### src/rtl/fpt_pkg.sv
package fpt_pkg;
  typedef enum logic [1:0] {
    OP_PROG   = 2'd0,
    OP_ERASE  = 2'd1,
    OP_BULK   = 2'd2,
    OP_VERIFY = 2'd3
  } op_e;

  typedef enum logic [1:0] {
    SEL_TIME  = 2'd0,
    SEL_ALO   = 2'd1,
    SEL_AMID  = 2'd2,
    SEL_AHI   = 2'd3
  } sel_e;

  localparam int PAGE_SHIFT = 1;
  localparam int BULK_SHIFT = 2;
endpackage

### src/rtl/fpt_regs.sv
module fpt_regs #(
  parameter int TCON_W     = 8,
  parameter int ADDR_BYTES = 3
) (
  input  logic                    clk,
  input  logic                    rst,
  input  logic                    wr_en,
  input  logic [1:0]              wr_sel,
  input  logic [7:0]              wr_data,
  output logic [TCON_W-1:0]       tcon_q,
  output logic [8*ADDR_BYTES-1:0] addr_q
);
  import fpt_pkg::*;

  always_ff @(posedge clk) begin
    if (rst) begin
      tcon_q <= '0;
    end else if (wr_en && wr_sel == SEL_TIME) begin
      tcon_q <= TCON_W'(wr_data);
    end
  end

  for (genvar g = 0; g < ADDR_BYTES; g++) begin : g_abyte
    always_ff @(posedge clk) begin
      if (rst) begin
        addr_q[8*g +: 8] <= 8'h00;
      end else if (wr_en && wr_sel == 2'(g + 1)) begin
        addr_q[8*g +: 8] <= wr_data;
      end
    end
  end
endmodule

### src/rtl/fpt_prescaler.sv
module fpt_prescaler #(
  parameter int DIV_LOG2 = 7
) (
  input  logic clk,
  input  logic rst,
  input  logic clear,
  input  logic run,
  output logic tick
);
  logic [DIV_LOG2-1:0] div_q;

  always_ff @(posedge clk) begin
    if (rst || clear) begin
      div_q <= '0;
    end else if (run) begin
      div_q <= div_q + 1'b1;
    end
  end

  assign tick = run && (div_q == '1);
endmodule

### src/rtl/fpt_seq.sv
module fpt_seq #(
  parameter int TCON_W = 8,
  parameter int CNT_W  = 10
) (
  input  logic              clk,
  input  logic              rst,
  input  logic              start_valid,
  input  logic [1:0]        start_op,
  input  logic [TCON_W-1:0] tcon,
  input  logic              tick,
  input  logic              irq_clr,
  output logic              accept,
  output logic              busy,
  output logic              done,
  output logic              irq,
  output logic [1:0]        op_q
);
  import fpt_pkg::*;

  localparam int EXT_W = CNT_W + 1;

  logic [CNT_W-1:0] cnt_q, limit_q, limit_n;
  logic [EXT_W-1:0] base, scaled;
  logic             finish;

  always_comb begin
    base    = EXT_W'(tcon) + EXT_W'(1);
    scaled  = (start_op == OP_BULK) ? (base << BULK_SHIFT) : (base << PAGE_SHIFT);
    limit_n = CNT_W'(scaled - EXT_W'(1));
  end

  assign accept = start_valid && !busy;
  assign finish = busy && tick && (cnt_q == limit_q);

  always_ff @(posedge clk) begin
    if (rst) begin
      busy    <= 1'b0;
      done    <= 1'b1;
      cnt_q   <= '0;
      limit_q <= '0;
      op_q    <= OP_PROG;
    end else if (accept) begin
      busy    <= 1'b1;
      done    <= 1'b0;
      cnt_q   <= '0;
      limit_q <= limit_n;
      op_q    <= start_op;
    end else if (finish) begin
      busy    <= 1'b0;
      done    <= 1'b1;
    end else if (busy && tick) begin
      cnt_q   <= cnt_q + 1'b1;
    end
  end

  always_ff @(posedge clk) begin
    if (rst) begin
      irq <= 1'b0;
    end else if (finish) begin
      irq <= 1'b1;
    end else if (irq_clr) begin
      irq <= 1'b0;
    end
  end
endmodule

### src/rtl/flash_pulse_timer.sv
module flash_pulse_timer #(
  parameter int TCON_W     = 8,
  parameter int CNT_W      = 10,
  parameter int DIV_LOG2   = 7,
  parameter int ADDR_BYTES = 3
) (
  input  logic                    clk,
  input  logic                    rst,
  input  logic                    wr_en,
  input  logic [1:0]              wr_sel,
  input  logic [7:0]              wr_data,
  input  logic                    start_valid,
  input  logic [1:0]              start_op,
  input  logic                    irq_clr,
  output logic [TCON_W-1:0]       tcon_rd,
  output logic [8*ADDR_BYTES-1:0] flash_addr,
  output logic                    pulse_on,
  output logic [1:0]              op_kind,
  output logic                    done,
  output logic                    irq
);
  logic accept, tick;

  fpt_regs #(.TCON_W(TCON_W), .ADDR_BYTES(ADDR_BYTES)) u_regs (
    .clk(clk), .rst(rst), .wr_en(wr_en), .wr_sel(wr_sel), .wr_data(wr_data),
    .tcon_q(tcon_rd), .addr_q(flash_addr)
  );

  fpt_prescaler #(.DIV_LOG2(DIV_LOG2)) u_div (
    .clk(clk), .rst(rst), .clear(accept), .run(pulse_on), .tick(tick)
  );

  fpt_seq #(.TCON_W(TCON_W), .CNT_W(CNT_W)) u_seq (
    .clk(clk), .rst(rst), .start_valid(start_valid), .start_op(start_op),
    .tcon(tcon_rd), .tick(tick), .irq_clr(irq_clr), .accept(accept),
    .busy(pulse_on), .done(done), .irq(irq), .op_q(op_kind)
  );
endmodule

### config.mk
export PLATFORM = sky130hd
export DESIGN_NAME = flash_pulse_timer
export DESIGN_NICKNAME = d
export VERILOG_FILES = /design/src/rtl/fpt_pkg.sv /design/src/rtl/fpt_regs.sv /design/src/rtl/fpt_prescaler.sv /design/src/rtl/fpt_seq.sv /design/src/rtl/flash_pulse_timer.sv
export SDC_FILE = /design/constraint.sdc
export NUM_CORES = 1
export LEC_CHECK = 0
export BUFFER_PORTS_ARGS = -buffer_cell sky130_fd_sc_hd__buf_2
export CAP_MARGIN = 10
export CORE_MARGIN = 1.5
export CORE_UTILIZATION = 55
export DETAILED_ROUTE_END_ITERATION = 7
export HOLD_SLACK_MARGIN = 0.05
export PLACE_DENSITY = 0.91
export SYNTH_ARGS = -nofsm -noshare
export SYNTH_HDL_FRONTEND = slang
export SYNTH_SLANG_ARGS = --single-unit
### constraint.sdc
create_clock -name clk -period 2.1 [get_ports clk]
set_input_delay 0.105 -clock clk [delete_from_list [all_inputs] [get_ports clk]]
set_output_delay 0.105 -clock clk [all_outputs]
set_load 0.1 [all_outputs]
==> flow_summary_export.csv <==
group,metric,value,unit
detailed_routing,drc,0,
die,dieArea,5860,sq um
power_and_ir_drop,pwr_density_cell,767,nW/um^2
detailed_routing,drt_wl_total,6.71,mm
die,coreArea,5170,sq um
setup_path,path_max_fanout,8,
sta,fin_skew,0.00644,ns
setup_path,rr_endpoint,"u_seq.limit_q[9]",
final_layout,syn2layout_area_growth,20.8,%
detailed_routing,ant_nets,0,
detailed_routing,firstDrtPassIters,5,
final_layout,final_cell_mix,"nor2_1, dfxtp_1, buf_2",
global_routing,gr-total-overflow,0,
placed_design,io_buffer_count,53,
sta,holdWs,0.0620,ns
clock_network,cts_tree,"yes",
clock_network,clock_latency,0.33,ns
worst_hold_path,hold_class,"in2reg",
placed_design,gp_congestion,0.919,
synth,syn_area_per_cell,9.12,sq um
detailed_routing,drtIter0Drc,110,
synth,synth_fa_ha_area_frac,0.0126,
synth,netlist_area,2970,sq um
setup_path,end_kind,"flip-flop",
setup_path,crit_required,2.32,ns
detailed_routing,vias,2565,
setup_path,r2r_start,"u_regs.tcon_q[1]",
setup_path,reg2reg_setup_slack,0.03,ns
final_layout,seq_area,1300,sq um
sta,slew_violations,0,
detailed_routing,routed_via_density,5.54,
synth,synth_top_family_by_area,"simple AND/OR/NAND/NOR gates",
placed_design,dp_cells,444,
final_layout,diodes,0,
synth,syn_inst,326,
clock_network,cts_buffer_depth,2,
sta,worstMarginPinSlew,0.575,ns
power_and_ir_drop,p_leak,1.68,nW
detailed_routing,post_drt_wl_per_cell,14.5,um
global_routing,grt_antenna_before_repair,0,
power_and_ir_drop,p_total,2.76,mW
setup_path,worst_setup_path_start_kind,"flip-flop",
synth,synth_seq_cells,64,
sta,timing_hold_violations_final,0,
die,fp.dieH,76.5,um
worst_hold_path,hold_depth,3,
die,pin_count,54,
synth,synthXorXnorAreaFrac,0.0854,
die,placementRows,26,
setup_path,crit_arrival,2.29,ns
setup_path,cp-startpoint,"u_regs.tcon_q[1]",
placed_design,hpwl,4.70,mm
synth,yosys.area_share.simple,0.228,
sta,fin_ws,0.0258,ns
global_routing,grt_pass1_vias,2462,
run,max-cap-violations,0,
sta,setup_viol,0,
global_routing,grt_max_degree,50,
synth,muxShareOfSynthArea,0.121,
global_routing,grt.total_usage,0.236,
worst_hold_path,hold_path_startpoint,"wr_data[1]",
final_layout,final-instance-count-excl-fill,463,
worst_hold_path,hold_end,"u_regs.addr_q[17]",
power_and_ir_drop,irDropWorstVdd,0.000735,V
synth,synth_edf_count,0,
synth,synth_nets,346,
sta,period_needed,2.07,ns
synth,ys_async_sr_fraction,0,
sta,period_share,0.988,
synth,synth_compound_area_frac,0.0909,
setup_path,reg2reg_depth,7,
clock_network,clock_tree.root_cell,"clkbuf_8",
placed_design,dp_worst_setup_slack,0.0948,ns
die,die_x,76.5,um
placed_design,placed_cell_area,3350,sq um
synth,synth_warnings,0,
die,start_util,0.575,
clock_network,clk_pin_slew,0.07,ns
final_layout,nets,408,
clock_network,cts_buffers,9,
final_layout,final_area,3590,sq um
setup_path,worstSetupPathType,"reg2reg",
final_layout,final_common_cell,"nor2_1",
final_layout,fillCellCount,375,
sta,fmax,0.482,GHz
synth,synth_cell_types,47,
outcome,outcome,"complete, no violations",
clock_network,htreeDepth,3,
synth,ys_seq_area_frac,0.431,
final_layout,multi_input_area,1620,sq um
sta,maxSlewHeadroom,0.616,
synth,synth_flop_cell,"dfxtp_1",
clock_network,cts_num_sinks,64,
global_routing,grt_pass1_wl,11.2,mm
final_layout,drive_gt1_frac,0.260,
## synthesized netlist by cell type, types with 2 or more instances
master     n  area (sq um)
nor3b_1    2          15.0
o211ai_1   3          22.5
o21ai_0    4          20.0
a211oi_1   4          30.0
a211oi_2   2          25.0
mux2i_1   36           360
nand4_1    4          25.0
nand2b_1   4          25.0
xor2_1    23           201
nor3_1     6          30.0
or4_1      2          15.0
clkbuf_1   9          33.8
nand2_1   26          97.6
nor2_1    65           244
dfxtp_1   64          1280
or3_1      2          12.5
buf_6      3          33.8
nor2b_1    2          12.5
nor4_1     2          12.5
a21oi_1    6          30.0
xnor2_1    6          52.6
buf_1      4          15.0
nand3_1    8          40.0
a221oi_1   2          17.5
and2_1     5          31.3
and3_1     4          25.0
nand3b_1   3          22.5
ha_1       3          37.5
and4_1     3          26.3
a311oi_1   2          17.5
## final cells by class
type,instances,area share
repair buffers,68,0.107
inverters,1,0.00104
multi-input cells,244,0.452
well taps,70,0.0244
clock buffers,9,0.0345
flip-flops and latches,64,0.362
clock inverters,7,0.0202
## cell families after synthesis
kind of cell             count (synthesis)
buffers and inverters                   18
AND/OR/NAND/NOR                        142
XOR/XNOR                                29
flip-flops                              64
multiplexers                            36
AO/OA/AOI/OAI                           34
adder cells (fa/ha/maj)                  3
## flip-flops by register name (all words and copies together), names as in the netlist
| signal | count |
|---|---|
| u_div.div_q | 7 |
| u_regs.tcon_q | 8 |
| u_seq.irq | 1 |
| u_seq.limit_q | 10 |
| u_seq.op_q | 2 |
| u_seq.cnt_q | 10 |
| u_seq.done | 1 |
| u_seq.busy | 1 |
| u_regs.addr_q | 24 |
## power breakdown
part	internal [mW]	total, mW	switching (mW)
sequential	1.25	1.29	0.0337
combinational	0.120	0.450	0.330
clock	0.547	1.02	0.473
total	1.92	2.76	0.836
## worst max-delay path by stage
stage	slack (ns)	end
floorplan	0.01	u_seq.limit_q[9]
global placement	0.15	u_seq.limit_q[9]
detailed placement	0.09	u_seq.limit_q[9]
CTS	0.01	u_seq.limit_q[9]
global route	-0.08	u_seq.limit_q[9]
finish	0.03	u_seq.limit_q[9]
## what timing repair did
action | in CTS | in global routing
hold endpoints to repair | 3 | 0
hold buffers | 2 | 0
buffers inserted | 0 | 1
setup endpoints to repair | 0 | 5
gates resized for setup | 0 | 4
## metal layers
layer | global-route usage | wire, um | up-vias
li1 | - | - | 1263
met1 | 0.266 | 2770 | 1224
met2 | 0.421 | 3480 | 64
met3 | 0.0778 | 369 | 14
met4 | 0.0741 | 95 | 0
met5 | 0 | 0 | -
## critical path, stage by stage (launching register included)
cell,delay [ns]
dfxtp_4,0.37
ha_1,0.28
and3b_1,0.25
a221oi_2,0.27
a211oi_2,0.09
a2111oi_2,0.38
mux2i_1,0.25
nand2_1,0.07
## through the flow
step | utilization | setup TNS (ns)
after global placement | 0.647 | 0
after floorplan | - | 0
after CTS | 0.689 | 0
after detailed placement | 0.647 | 0
after global routing | 0.695 | -0.0760
final | 0.695 | 0
Note: power is estimated with default switching activity, not from simulation.
